==> src/rtl/tmr_pkg.sv <==
package tmr_pkg;

  typedef enum logic [1:0] {
    TM_PRESC  = 2'b00,
    TM_WIDE   = 2'b01,
    TM_RELOAD = 2'b10,
    TM_SPLIT  = 2'b11
  } tmr_mode_e;

  typedef struct packed {
    logic      gate;
    logic      ext;
    tmr_mode_e mode;
  } tmr_ctl_t;

  localparam int unsigned RA_MODE = 0;
  localparam int unsigned RA_LO0  = 1;
  localparam int unsigned RA_FLAG = 5;

endpackage

==> src/rtl/tmr_insync.sv <==
module tmr_insync #(
  parameter int W      = 4,
  parameter int FALL_W = 2,
  parameter int STAGES = 2
) (
  input  logic              clk,
  input  logic              rst_n,
  input  logic [W-1:0]      pin_i,
  output logic [W-1:0]      lvl_o,
  output logic [FALL_W-1:0] fall_o
);

  logic [W-1:0]      chain_q [STAGES];
  logic [FALL_W-1:0] prev_q;

  always_ff @(posedge clk or negedge rst_n) begin
    if (!rst_n) begin
      for (int s = 0; s < STAGES; s++) chain_q[s] <= '0;
      prev_q <= '0;
    end else begin
      chain_q[0] <= pin_i;
      for (int s = 1; s < STAGES; s++) chain_q[s] <= chain_q[s-1];
      prev_q <= chain_q[STAGES-1][FALL_W-1:0];
    end
  end

  assign lvl_o  = chain_q[STAGES-1];
  assign fall_o = prev_q & ~chain_q[STAGES-1][FALL_W-1:0];

endmodule

==> src/rtl/tmr_chan.sv <==
module tmr_chan
  import tmr_pkg::*;
#(
  parameter int DATA_W    = 8,
  parameter int PRE_W     = 5,
  parameter bit SPLIT_CAP = 1'b0
) (
  input  logic              clk,
  input  logic              rst_n,
  input  tmr_mode_e         mode_i,
  input  logic              step_i,
  input  logic              hi_step_i,
  input  logic              wr_lo_i,
  input  logic              wr_hi_i,
  input  logic [DATA_W-1:0] wdata_i,
  output logic [DATA_W-1:0] lo_o,
  output logic [DATA_W-1:0] hi_o,
  output logic              ovf_o,
  output logic              hi_ovf_o
);

  localparam int CAT_W = 2 * DATA_W;

  logic [DATA_W-1:0] lo_q, hi_q, lo_d, hi_d;
  logic [DATA_W-1:0] sp_lo_d, sp_hi_d;
  logic              sp_ovf, sp_hov;
  logic [PRE_W-1:0]  pre_nx;
  logic [CAT_W-1:0]  cat_nx;
  logic              upd_en;

  assign pre_nx = lo_q[PRE_W-1:0] + PRE_W'(1);
  assign cat_nx = {hi_q, lo_q} + CAT_W'(1);
  assign upd_en = step_i | hi_step_i | wr_lo_i | wr_hi_i;

  generate
    if (SPLIT_CAP) begin : g_split
      always_comb begin
        sp_lo_d = lo_q;
        sp_ovf  = 1'b0;
        sp_hi_d = hi_q;
        sp_hov  = 1'b0;
        if (step_i) begin
          sp_lo_d = lo_q + DATA_W'(1);
          sp_ovf  = &lo_q;
        end
        if (hi_step_i && mode_i == TM_SPLIT) begin
          sp_hi_d = hi_q + DATA_W'(1);
          sp_hov  = &hi_q;
        end
      end
    end else begin : g_stop
      assign sp_lo_d = lo_q;
      assign sp_hi_d = hi_q;
      assign sp_ovf  = 1'b0;
      assign sp_hov  = 1'b0;


      stop_hold_chk: assert property (@(posedge clk) disable iff (!rst_n)
        (mode_i == TM_SPLIT && (step_i || hi_step_i) && !wr_lo_i && !wr_hi_i)
          |=> ($stable(lo_q) && $stable(hi_q)));
    end
  endgenerate

  always_comb begin
    lo_d  = lo_q;
    hi_d  = hi_q;
    ovf_o = 1'b0;
    case (mode_i)
      TM_PRESC: begin
        if (step_i) begin
          lo_d[PRE_W-1:0] = pre_nx;
          if (&lo_q[PRE_W-1:0]) begin
            hi_d  = hi_q + DATA_W'(1);
            ovf_o = &hi_q;
          end
        end
      end
      TM_WIDE: begin
        if (step_i) begin
          {hi_d, lo_d} = cat_nx;
          ovf_o        = &{hi_q, lo_q};
        end
      end
      TM_RELOAD: begin
        if (step_i) begin
          if (&lo_q) begin
            lo_d  = hi_q;
            ovf_o = 1'b1;
          end else begin
            lo_d = lo_q + DATA_W'(1);
          end
        end
      end
      default: begin
        lo_d  = sp_lo_d;
        hi_d  = sp_hi_d;
        ovf_o = sp_ovf;
      end
    endcase
    if (wr_lo_i) lo_d = wdata_i;
    if (wr_hi_i) hi_d = wdata_i;
  end

  always_ff @(posedge clk or negedge rst_n) begin
    if (!rst_n) begin
      lo_q <= '0;
      hi_q <= '0;
    end else if (upd_en) begin
      lo_q <= lo_d;
      hi_q <= hi_d;
    end
  end

  assign lo_o     = lo_q;
  assign hi_o     = hi_q;
  assign hi_ovf_o = sp_hov;


  presc_upper_chk: assert property (@(posedge clk) disable iff (!rst_n)
    (mode_i == TM_PRESC && !wr_lo_i)
      |=> lo_q[DATA_W-1:PRE_W] == $past(lo_q[DATA_W-1:PRE_W]));


  reload_chk: assert property (@(posedge clk) disable iff (!rst_n)
    (mode_i == TM_RELOAD && step_i && (&lo_q) && !wr_lo_i && !wr_hi_i)
      |=> (lo_q == $past(hi_q) && $stable(hi_q)));

endmodule

==> src/rtl/dual_tmr_unit.sv <==
module dual_tmr_unit
  import tmr_pkg::*;
#(
  parameter int DATA_W      = 8,
  parameter int PRE_W       = 5,
  parameter int SYNC_STAGES = 2,
  parameter int ADDR_W      = 3
) (
  input  logic              clk,
  input  logic              rst_n,
  input  logic              tick_i,
  input  logic [1:0]        run_i,
  input  logic [1:0]        cnt_pin_i,
  input  logic [1:0]        gate_pin_i,
  input  logic [1:0]        ack_i,
  input  logic              bus_wr_i,
  input  logic [ADDR_W-1:0] bus_addr_i,
  input  logic [DATA_W-1:0] bus_wdata_i,
  output logic [DATA_W-1:0] bus_rdata_o,
  output logic [1:0]        ovf_o
);

  localparam int NCH    = 2;
  localparam int CTL_W  = $bits(tmr_ctl_t);
  localparam int MODE_W = NCH * CTL_W;
  localparam logic [ADDR_W-1:0] A_MODE = ADDR_W'(RA_MODE);
  localparam logic [ADDR_W-1:0] A_FLAG = ADDR_W'(RA_FLAG);

  logic rst_meta_q, rst_sn;

  always_ff @(posedge clk or negedge rst_n) begin
    if (!rst_n) {rst_sn, rst_meta_q} <= 2'b00;
    else        {rst_sn, rst_meta_q} <= {rst_meta_q, 1'b1};
  end

  logic [MODE_W-1:0] mode_q, mode_d;
  logic [NCH-1:0]    flag_q, flag_d, pend_q, pend_d;
  logic [NCH-1:0]    flag_set, flag_clr;
  logic [2*NCH-1:0]  pin_lvl;
  logic [NCH-1:0]    pin_fall;
  logic [NCH-1:0]    evt, run_ok, step, hi_step, wr_lo, wr_hi;
  logic [NCH-1:0]    ovf_main, hi_ovf;
  logic [DATA_W-1:0] lo_w [NCH];
  logic [DATA_W-1:0] hi_w [NCH];
  tmr_ctl_t          ctl  [NCH];
  logic              split0, wr_mode, wr_flag;

  tmr_insync #(
    .W      (2*NCH),
    .FALL_W (NCH),
    .STAGES (SYNC_STAGES)
  ) u_sync (
    .clk    (clk),
    .rst_n  (rst_sn),
    .pin_i  ({gate_pin_i, cnt_pin_i}),
    .lvl_o  (pin_lvl),
    .fall_o (pin_fall)
  );

  assign wr_mode = bus_wr_i && bus_addr_i == A_MODE;
  assign wr_flag = bus_wr_i && bus_addr_i == A_FLAG;

  generate
    for (genvar c = 0; c < NCH; c++) begin : g_ch
      assign ctl[c]     = tmr_ctl_t'(mode_q[c*CTL_W +: CTL_W]);
      assign evt[c]     = pend_q[c] | pin_fall[c];
      assign run_ok[c]  = run_i[c] & (~ctl[c].gate | pin_lvl[NCH+c]);
      assign step[c]    = tick_i & run_ok[c] & (~ctl[c].ext | evt[c]);
      assign hi_step[c] = tick_i & run_i[NCH-1];
      assign pend_d[c]  = tick_i ? 1'b0 : evt[c];
      assign wr_lo[c]   = bus_wr_i && bus_addr_i == ADDR_W'(RA_LO0 + 2*c);
      assign wr_hi[c]   = bus_wr_i && bus_addr_i == ADDR_W'(RA_LO0 + 2*c + 1);
      assign flag_clr[c] = ack_i[c] | (wr_flag & ~bus_wdata_i[c]);

      tmr_chan #(
        .DATA_W    (DATA_W),
        .PRE_W     (PRE_W),
        .SPLIT_CAP (c == 0)
      ) u_chan (
        .clk       (clk),
        .rst_n     (rst_sn),
        .mode_i    (ctl[c].mode),
        .step_i    (step[c]),
        .hi_step_i (hi_step[c]),
        .wr_lo_i   (wr_lo[c]),
        .wr_hi_i   (wr_hi[c]),
        .wdata_i   (bus_wdata_i),
        .lo_o      (lo_w[c]),
        .hi_o      (hi_w[c]),
        .ovf_o     (ovf_main[c]),
        .hi_ovf_o  (hi_ovf[c])
      );
    end
  endgenerate

  assign split0      = ctl[0].mode == TM_SPLIT;
  assign flag_set[0] = ovf_main[0];
  assign flag_set[1] = (ovf_main[1] & ~split0) | (|hi_ovf);

  always_comb begin
    mode_d = wr_mode ? bus_wdata_i[MODE_W-1:0] : mode_q;
    flag_d = flag_set | (flag_q & ~flag_clr);
  end

  always_ff @(posedge clk or negedge rst_sn) begin
    if (!rst_sn) begin
      mode_q <= '0;
      flag_q <= '0;
      pend_q <= '0;
    end else begin
      if (wr_mode) mode_q <= mode_d;
      flag_q <= flag_d;
      pend_q <= pend_d;
    end
  end

  always_comb begin
    bus_rdata_o = '0;
    if (bus_addr_i == A_MODE)                    bus_rdata_o = DATA_W'(mode_q);
    else if (bus_addr_i == A_FLAG)               bus_rdata_o = DATA_W'(flag_q);
    else if (bus_addr_i == ADDR_W'(RA_LO0))      bus_rdata_o = lo_w[0];
    else if (bus_addr_i == ADDR_W'(RA_LO0 + 1))  bus_rdata_o = hi_w[0];
    else if (bus_addr_i == ADDR_W'(RA_LO0 + 2))  bus_rdata_o = lo_w[1];
    else if (bus_addr_i == ADDR_W'(RA_LO0 + 3))  bus_rdata_o = hi_w[1];
  end

  assign ovf_o = flag_q;


  flag_set_chk: assert property (@(posedge clk) disable iff (!rst_sn)
    ovf_main[0] |=> ovf_o[0]);


  ack_clr_chk: assert property (@(posedge clk) disable iff (!rst_sn)
    (ack_i[0] && !ovf_main[0]) |=> !ovf_o[0]);


  split_flag_chk: assert property (@(posedge clk) disable iff (!rst_sn)
    (split0 && !hi_ovf[0] && !ovf_o[1]) |=> !ovf_o[1]);

endmodule

==> config.mk <==
export PLATFORM = sky130hd
export DESIGN_NAME = dual_tmr_unit
export DESIGN_NICKNAME = d
export VERILOG_FILES = /design/src/rtl/tmr_pkg.sv /design/src/rtl/tmr_insync.sv /design/src/rtl/tmr_chan.sv /design/src/rtl/dual_tmr_unit.sv
export SDC_FILE = /design/constraint.sdc
export NUM_CORES = 1
export LEC_CHECK = 0
export CORE_AREA = 2 2 88 90
export CTS_BUF_LIST = sky130_fd_sc_hd__clkbuf_8
export DETAILED_ROUTE_END_ITERATION = 10
export DIE_AREA = 0 0 90 92
export GPL_TIMING_DRIVEN = 0
export PLACE_DENSITY_LB_ADDON = 0.1
export SYNTH_ARGS = -nofsm -noshare
export SYNTH_HDL_FRONTEND = slang
export SYNTH_SLANG_ARGS = --single-unit
export TNS_END_PERCENT = 100
==> constraint.sdc <==
create_clock -name clk -period 2.8 [get_ports clk]
set_clock_uncertainty 0.1 [all_clocks]
set_input_delay 0.56 -clock clk [delete_from_list [all_inputs] [get_ports clk]]
set_output_delay 0.56 -clock clk [all_outputs]
set_load 0.005 [all_outputs]
* Yosys cells after proc, flatten, opt, wreduce, memory -nomap -nowiden *
Index checks and enable logic that the tools add are counted.
Widths: inputs -> output; s select.

storage, ports and cells
  register bits = 56
  bits of input ports = 23
  output and inout bits = 10

cells by class
  add/subtract/negate cells = 8
  equal/unequal tests = 21
  multiplexer cells = 48
  bitwise gates (word level) = 37
  reduce and logical (&&, ||, !) cells = 29

operators with widths
  cell                   count
  $mux 8                 24
  $add 16x1->16 const B  2
  $add 8x1->8 const B    4
  $reduce_and 16->1      2
  $reduce_and 8->1       4
  $pmux 5 s3             2
  $ne 3x1->1 const B     9
  $pmux 8 s3             1
  $reduce_and 5->1       4
  $pmux 8 s2             1
  $or 1x1->1             15
  $mux 1                 14
  $add 5x1->5 const B    2
  $and 1x1->1            10
  $mux 5                 2
  $pmux 3 s3             1
  $reduce_bool 4->1      2
  $logic_and 1x1->1      7
  $not 1->1              7
  $eq 2x2->1 const B     3
  $eq 3x2->1 const B     2
  $eq 3x3->1 const B     2
  $pmux 1 s3             2
  $pmux 3 s2             1
  other kinds (14)       20

* Depth between registers and ports, before layout *
Gate-level depths: netlist (run 1).

  depth in word-level cells = 10
  mapped depth = 9

* By module *
A second synthesis (run 1) with hierarchy kept.

second synthesis, totals
  cells, all modules = 444
  area, all modules = 4063.9 sq um

by module, submodules not included
  module                      instances  cells each  area an instance (sq um)
  tmr_chan at g_ch[1].u_chan  1          167         1406.3
  tmr_chan at g_ch[0].u_chan  1          156         1328.8
  dual_tmr_unit               1          105         1021.0
  tmr_insync                  1          16          307.8

* Worst setup path after synthesis (run 1) *
No wires, ideal clock.

  path type = in2out
  from = input port bus_addr_i[0]
  to = output port bus_rdata_o[1]
  arrival = 1769 ps
  required time = 2140 ps
  setup slack = 371 ps
  stages = 6
  path through = clkbuf_1 > clkbuf_1 > buf_2 > nand2_1 > a221oi_1 > o22a_1

on the way
  longest elaborated chain between the ends = 7
  elaborated cells on any way between the ends = 12
  classes of those cells = eq/ne (5); mux (6); reduce/logical (1)

ends and longest elaborated chain
  element          line                  text
  start, declared  dual_tmr_unit.sv:17   input logic [ADDR_W-1:0] bus_addr_i,
  $eq 3x3->1       dual_tmr_unit.sv:124  else if (bus_addr_i == ADDR_W'(RA_LO0 + 3)) bus_rdata_o = hi_w[1];
  $mux 8           dual_tmr_unit.sv:124
  $mux 8           dual_tmr_unit.sv:123  else if (bus_addr_i == ADDR_W'(RA_LO0 + 2)) bus_rdata_o = lo_w[1];
  $mux 8           dual_tmr_unit.sv:122  else if (bus_addr_i == ADDR_W'(RA_LO0 + 1)) bus_rdata_o = hi_w[0];
  $mux 8           dual_tmr_unit.sv:121  else if (bus_addr_i == ADDR_W'(RA_LO0)) bus_rdata_o = lo_w[0];
  $mux 8           dual_tmr_unit.sv:120  else if (bus_addr_i == A_FLAG) bus_rdata_o = DATA_W'(flag_q);
  $mux 8 *         dual_tmr_unit.sv:119  if (bus_addr_i == A_MODE) bus_rdata_o = DATA_W'(mode_q);
  end, declared    dual_tmr_unit.sv:19   output logic [DATA_W-1:0] bus_rdata_o,

Mark *: on every way between the ends. The rest lies on a longest branch, timed or not.

* Worst setup path after layout (run 1) *
  from = input port bus_addr_i[0]
  to = output port bus_rdata_o[0]

Same word-level chain as after synthesis.

==> results of run 1 <==
==> power breakdown <==
part | internal [mW] | switching [mW] | total [mW]
logic | 0.577 | 0.708 | 1.28
clock network | 0.185 | 0.297 | 0.482
registers | 1.02 | 0.378 | 1.39
==> stage by stage <==
step / hold slack [ps] / setup TNS, ps / worst slack, ps / instance area (um^2)
final: 116 / 0 / 49.7 / 4610
after global routing: 167 / 0 / 1.81 / 4610
after CTS: 143 / -12.3 / -7.63 / 4530
after detailed placement: 132 / -3450 / -458 / 4370
after global placement: 233 / -3310 / -408 / 4350
after floorplan: 164 / 0 / 371 / 3930
==> cell usage after synthesis (all sizes together), types with 7 or more instances <==
library cell and count:
a2bb2oi 8, a22oi 7, ha 14, nor2b 10, nand4 11, nor2 33
xor2 9, and3 9, a221oi 8, inv 17, nand3 18, dfrtp 56
a211oi 7, clkbuf 19, o22a 8, a21oi 16, o21ai 41, o22ai 8
nor3 14, nand2 51
==> worst reg2reg max path, delay by kind of cell, from the launching register on <==
| kind | cells | cell delay (ps) |
|---|---|---|
| compound gates | 2 | 530 |
| fa+ha+maj | 2 | 340 |
| buf+inv | 2 | 370 |
| flops | 1 | 420 |
| simple gates | 3 | 810 |
==> cell families after synthesis <==
group	after synthesis
other	1
XOR/XNOR	15
adder cells (fa/ha/maj)	14
AND/OR/NAND/NOR	182
buffers and inverters	38
AO/OA/AOI/OAI	138
multiplexers	10
flip-flops	56
==> repair_timing <==
action                     CTS  global route
gates resized for setup     29            12
setup endpoints to repair    8            14
pin swaps                    6             4
buffers inserted             0             5
==> registers in the layout, indices dropped and copies added (netlist names) <==
register / count
rst_sn: 1
g_ch.u_chan.lo_o: 16
mode_q: 8
u_sync.prev_q: 2
pend_q: 2
g_ch.u_chan.hi_o: 16
ovf_o: 2
u_sync.lvl_o: 4
rst_meta_q: 1
u_sync.chain_q: 4
==> area by class of cell <==
| class | instances | area (um^2) |
|---|---|---|
| Clock buffer | 5 | 68.8 |
| Buffer | 20 | 125 |
| Inverter | 17 | 63.8 |
| Fill cell | 670 | 2840 |
| Multi-Input combinational cell | 360 | 2450 |
| Sequential cell | 56 | 1400 |
| Clock inverter | 3 | 26.3 |
| Timing Repair Buffer | 35 | 344 |
| Tap cell | 102 | 128 |
==> per-layer routing <==
metal	global-route usage, %	vias to the layer above
li1	-	1771
met1	45.9	1843
met2	46.7	170
met3	4.52	32
met4	11.0	0
met5	0	-
==> final timing paths <==
| check | from | to | slack [ps] |
|---|---|---|---|
| worst min register to register | rst_sn$_DFF_PN0_ | g_ch[1].u_chan.lo_o[3]$_DFFE_PN0P_ | 120 |
| max in group asynchronous | rst_sn$_DFF_PN0_ | mode_q[0]$_DFFE_PN0P_ | 1940 |
| worst max register to register | g_ch[0].u_chan.lo_o[0]$_DFFE_PN0P_ | g_ch[0].u_chan.hi_o[4]$_DFFE_PN0P_ | 170 |
| worst max-delay path | bus_addr_i[0] | bus_rdata_o[0] | 50 |
| worst min-delay path | rst_sn$_DFF_PN0_ | g_ch[1].u_chan.lo_o[3]$_DFFE_PN0P_ | 120 |
| min in group clk | u_sync.chain_q[5]$_DFF_PN0_ | u_sync.lvl_o[1]$_DFF_PN0_ | 260 |
==> run summary, run 1 <==
status: completed
crit-path max cell delay: 520 ps
Distinct cells, synth: 66
Sink Count: 56
Final Core Density: 61.9%
syn avg cell area: 8.66 um^2
CP arrival: 2090 ps
worst endpoint required time: 2140 ps
commonest non-fill, non-tap cells in the layout: 55 x dfrtp_1, 51 x nand2_1, 37 x o21ai_0, 32 x nor2_1, 23 x clkdlybuf4s50_1
area growth from synthesis to layout: 17.1%
TritonCTS Buffers: 5
CTS tree: done
Top Family by Delay on Critical Path: buffers and inverters
first-pass GRT wire length: 20200 um
wire length on met3: 1100 um
critical path depth: 7
routed wl met2: 5270 um
DR top layer: met4
Iter 0 DRT Violations: 364
largest area contributor in the netlist: dfrtp_1
Antenna Nets Post-Route: 0
Die Span X: 90 um
Worst setup EP type: output pin
type of origin of the critical path: input port
Max FO, Critical Path: 10
unrepaired setup endpoints after global routing: false
leakage: 1.80 nW
worst min-delay path category: flip-flop to asynchronous set/reset pin
hold violation count in the final report: 0
Core Footprint: 7450 um^2
simple-gate share of the synthesized area: 24.0%
relative slew slack: 54.1%
sequential fraction of the synthesis area: 35.6%
Yosys top cell area share: 35.6%
syn nets: 491
flops & latches, synth: 56
placed insts: 586
largest family of logic cells by synthesized area: compound AO/OA/AOI/OAI gates
GPL Wtd Cong: 0.993
FP Rows: 32
Final Max Slew Viols: 0
Worst IR Drop VDD: 0.317 mV
Clk pin slew, worst setup/hold paths: 120 ps
Final Critical Period: 2750 ps
Post-Route WL: 12300 um
crit path cell chain: clkbuf_8 -> clkbuf_8 -> buf_4 -> mux2i_1 -> o21ai_0 -> o22a_1 -> clkdlybuf4s50_1
Final Instance Count excl. Fillers: 598
M1 wire length: 5460 um
Slowest cell on crit path: clkdlybuf4s50_1
Top cell by count, worst path: clkbuf_8
Syn Inst Count: 454
largest net degree at the start of global routing: 37
final setup vio count: 0
DR WL/cell: 20.5 um
most common cell after layout, fill and taps aside: dfrtp_1
Initial Util: 52.8%
FMAX: 0.364 GHz
number of antenna diodes: 0
IO Pins: 33
layout cells sized above 1: 12.5%
fin nets: 532
Worst Max-Slew Pin Slew: 688 ps
drt drc: 0
post-DP HPWL: 9010 um
vias in the first global route: 3743
Die Y-Extent: 92 um
worst reg2reg path depth: 9
All-Layer GR Usage: 31.1%
DR pass1 iterations: 5
post-synthesis mux area share: 2.70%
CP bufs+invs: 4
via count: 3816
Worst Setup Path Type: input port to output pin
Buffers on Ports: 29
xor/xnor share of the synthesized area: 3.34%
H-Tree Depth: 2
ys async rst share: 100%
clk_lat worst skew: 330 ps
total die area: 8280 um^2
top post-synthesis cells by area: dfrtp_1 36%, nand2_1 4.9%, o21ai_0 4.7%, ha_1 4.5%, nor2_1 3.1%
initial antenna violation count: 0
Most used DFF post-synth: dfrtp_1
Max-Cap Viols: 0
Synth Area in Compound Gates: 26.0%
vias per cell: 6.38
Clock Root Buffer: clkbuf_8
Yosys warning total: 0
EDFF count, synth: 0
crit share post-route: 98.2%
hold_buf cts: 0
power density over cell area: 686 nW/um^2
Cell Area, Synth: 3930 um^2
total grt overflow: 0
Bufs on Longest Clock Path: 2
Synth Area in Adders: 4.45%
Power Total: 3.16 mW
Power figures use the tool's default switching activity.
==> run 2, diff against run 1 <==
--- a/config.mk
+++ b/config.mk
@@ -11,5 +11,5 @@
 export DIE_AREA = 0 0 90 92
 export GPL_TIMING_DRIVEN = 0
-export PLACE_DENSITY_LB_ADDON = 0.1
+export PLACE_DENSITY_LB_ADDON = 0.2
 export SYNTH_ARGS = -nofsm -noshare
 export SYNTH_HDL_FRONTEND = slang
==> constraint.sdc (replaced) <==
create_clock -name clk -period 2.8 [get_ports clk]
set_clock_uncertainty 0.1 [all_clocks]
set_input_delay 0.56 -clock clk [delete_from_list [all_inputs] [get_ports clk]]
set_output_delay 0.56 -clock clk [all_outputs]
set_load 0.01 [all_outputs]
==> run 2 against run 1 <==
Via count grew 0.10%. Combinational power is essentially flat. Non-clock buffer count decreased by 5. Register-to-register slack worse by 40 ps. Routed wire length fell by 2.3%. Final cell count fell by 0.84%. Sequential share of layout area grew 0.50 points. Die area did not move. Largest cell class unchanged. Cell area decreased by 1.6%. Count of clock-buffer cells in the layout is the same.
==> run summary, run 2 (synthesized netlist as in run 1, its figures left out) <==
Clock Root Buffer: clkbuf_8 (unchanged)
area growth from synthesis to layout: 15.2% (was 17.1%)
hold violation count in the final report: 0 (unchanged)
Max FO, Critical Path: 10 (unchanged)
Sink Count: 56 (unchanged)
CTS tree: done (unchanged)
most common cell after layout, fill and taps aside: dfrtp_1 (unchanged)
Final Instance Count excl. Fillers: 593 (was 598)
worst reg2reg path depth: 9 (unchanged)
worst endpoint required time: 2140 ps (about the same)
hold_buf cts: 0 (unchanged)
Initial Util: 52.8% (unchanged)
Worst setup EP type: output pin (unchanged)
post-DP HPWL: 8720 um (was 9010 um)
status: completed (unchanged)
unrepaired setup endpoints after global routing: true (was false)
leakage: 1.76 nW (was 1.80 nW)
power density over cell area: 690 nW/um^2 (was 686 nW/um^2)
worst min-delay path category: flip-flop to asynchronous set/reset pin (unchanged)
Placed Area: 4370 um^2 (unchanged)
final setup vio count: 0 (unchanged)
initial antenna violation count: 0 (unchanged)
Antenna Nets Post-Route: 0 (unchanged)
vias per cell: 6.44 (was 6.38)
Clk pin slew, worst setup/hold paths: 120 ps (about the same)
FF-to-FF End: g_ch[0].u_chan.hi_o[4]$_DFFE_PN0P_ (unchanged)
All-Layer GR Usage: 28.9% (was 31.1%)
type of origin of the critical path: input port (unchanged)
crit path cell chain: buf_2 -> clkbuf_8 -> clkbuf_4 -> a221oi_1 -> o22a_1 -> clkdlybuf4s50_1 (was clkbuf_8 -> clkbuf_8 -> buf_4 -> mux2i_1 -> o21ai_0 -> o22a_1 -> clkdlybuf4s50_1)
largest net degree at the start of global routing: 37 (unchanged)
Core Footprint: 7450 um^2 (unchanged)
Design Area, Final: 4530 um^2 (was 4610 um^2)
clk_lat worst skew: 320 ps (was 330 ps)
fin nets: 527 (was 532)
Final Critical Period: 2780 ps (was 2750 ps)
crit share post-route: 99.4% (was 98.2%)
FMAX: 0.359 GHz (was 0.364 GHz)
R2R setup slack: 130 ps (was 170 ps)
Die Span X: 90 um (unchanged)
via count: 3820 (was 3816)
first-pass GRT wire length: 18700 um (was 20200 um)
placed insts: 586 (unchanged)
R2R Path Start: g_ch[0].u_chan.lo_o[0]$_DFFE_PN0P_ (unchanged)
vias in the first global route: 3475 (was 3743)
Post-Route WL: 12000 um (was 12300 um)
layout cells sized above 1: 10.2% (was 12.5%)
Max-Cap Viols: 0 (unchanged)
commonest non-fill, non-tap cells in the layout: 55 x dfrtp_1, 51 x nand2_1, 37 x o21ai_0, 32 x nor2_1, 22 x clkdlybuf4s50_1 (was 55 x dfrtp_1, 51 x nand2_1, 37 x o21ai_0, 32 x nor2_1, 23 x clkdlybuf4s50_1)
IO Pins: 33 (unchanged)
Worst Max-Slew Pin Slew: 667 ps (was 688 ps)
Iter 0 DRT Violations: 396 (was 364)
H-Tree Depth: 2 (unchanged)
fin worst setup slack: 16.7 ps (was 49.7 ps)
FP Rows: 32 (unchanged)
total grt overflow: 0 (unchanged)
TritonCTS Buffers: 5 (unchanged)
CP arrival: 2120 ps (was 2090 ps)
relative slew slack: 55.5% (was 54.1%)
crit-path max cell delay: 540 ps (was 520 ps)
total die area: 8280 um^2 (unchanged)
Slowest cell on crit path: clkdlybuf4s50_1 (unchanged)
DR WL/cell: 20.2 um (was 20.5 um)
Buffers on Ports: 29 (unchanged)
Worst Setup Path Type: input port to output pin (unchanged)
post-place setup slack: -486 ps (was -458 ps)
GPL Wtd Cong: 0.936 (was 0.993)
Bufs on Longest Clock Path: 2 (unchanged)
Worst IR Drop VDD: 0.302 mV (was 0.317 mV)
Die Y-Extent: 92 um (unchanged)
DR pass1 iterations: 5 (unchanged)
Final Max Slew Viols: 0 (unchanged)
drt drc: 0 (unchanged)
number of antenna diodes: 0 (unchanged)
run 2: changes by cell type in the layout (fill, tap and decap cells not counted), sizes merged:
cell,delta
clkdlybuf4s50,-1
dlygate4sd2,+1
inv,-1
clkbuf,+2
buf,-7
clkinv,+1
run 2: worst max path at each step:
stage,start,depth (start not counted),slack [ps],to
after floorplan,bus_addr_i[0],6,340,bus_rdata_o[1]
after global placement,bus_addr_i[0],7,-470,bus_rdata_o[1]
after detailed placement,bus_addr_i[0],7,-490,bus_rdata_o[1]
after CTS,bus_addr_i[2],6,20,bus_rdata_o[1]
after global routing,g_ch[0].u_chan.lo_o[0]$_DFFE_PN0P_,9,-30,g_ch[0].u_chan.hi_o[4]$_DFFE_PN0P_
final,bus_addr_i[2],6,20,bus_rdata_o[1]
run 2: where the power goes:
part	internal (mW)	switching [mW]
Sequential	1.01	0.385
Clock	0.181	0.300
Combinational	0.563	0.684
Total	1.76	1.37
run 2: repair_timing:
action	4_1_cts	5_1_grt
endpoints found under the setup margin	8	14
setup buffers	0	1
gates resized for setup	27	6
pin swaps	0	2
run 2: metal layers:
layer  vias to the layer above  track usage, %  part of all wire (%)  wire, um
met5                         -               0                     0         0
met4                         0            9.62                   2.9       346
met2                       192            44.0                    44      5270
met3                        28            6.41                   9.5      1130
li1                       1758               -                     -         -
met1                      1842            41.0                    44      5220
run 2: final cells by class:
class	count	area, um^2
Sequential cell	56	1400
Fill cell	675	2910
Clock buffer	5	68.8
Multi-Input combinational cell	360	2410
Buffer	19	123
Inverter	17	63.8
Timing Repair Buffer	31	313
Tap cell	102	128
Clock inverter	3	22.5
run 2: worst max-delay path: cells and delay by family:
family	cells	cell delay (ps)
AOI/OAI and AO/OA	2	480
buffers and inverters	4	1070
run 2: through the flow:
stage | util (%) | TNS (ps) | hold slack, ps | power [mW]
2_1_floorplan | - | 0 | 164 | 2.18
3_3_place_gp | 58.4 | -3580 | 232 | 2.57
3_5_place_dp | 58.7 | -3800 | 131 | 2.61
4_1_cts | 60.6 | 0 | 143 | 3.09
5_1_grt | 60.9 | -31.8 | 169 | 3.34
6_report | 60.9 | 0 | 125 | 3.13
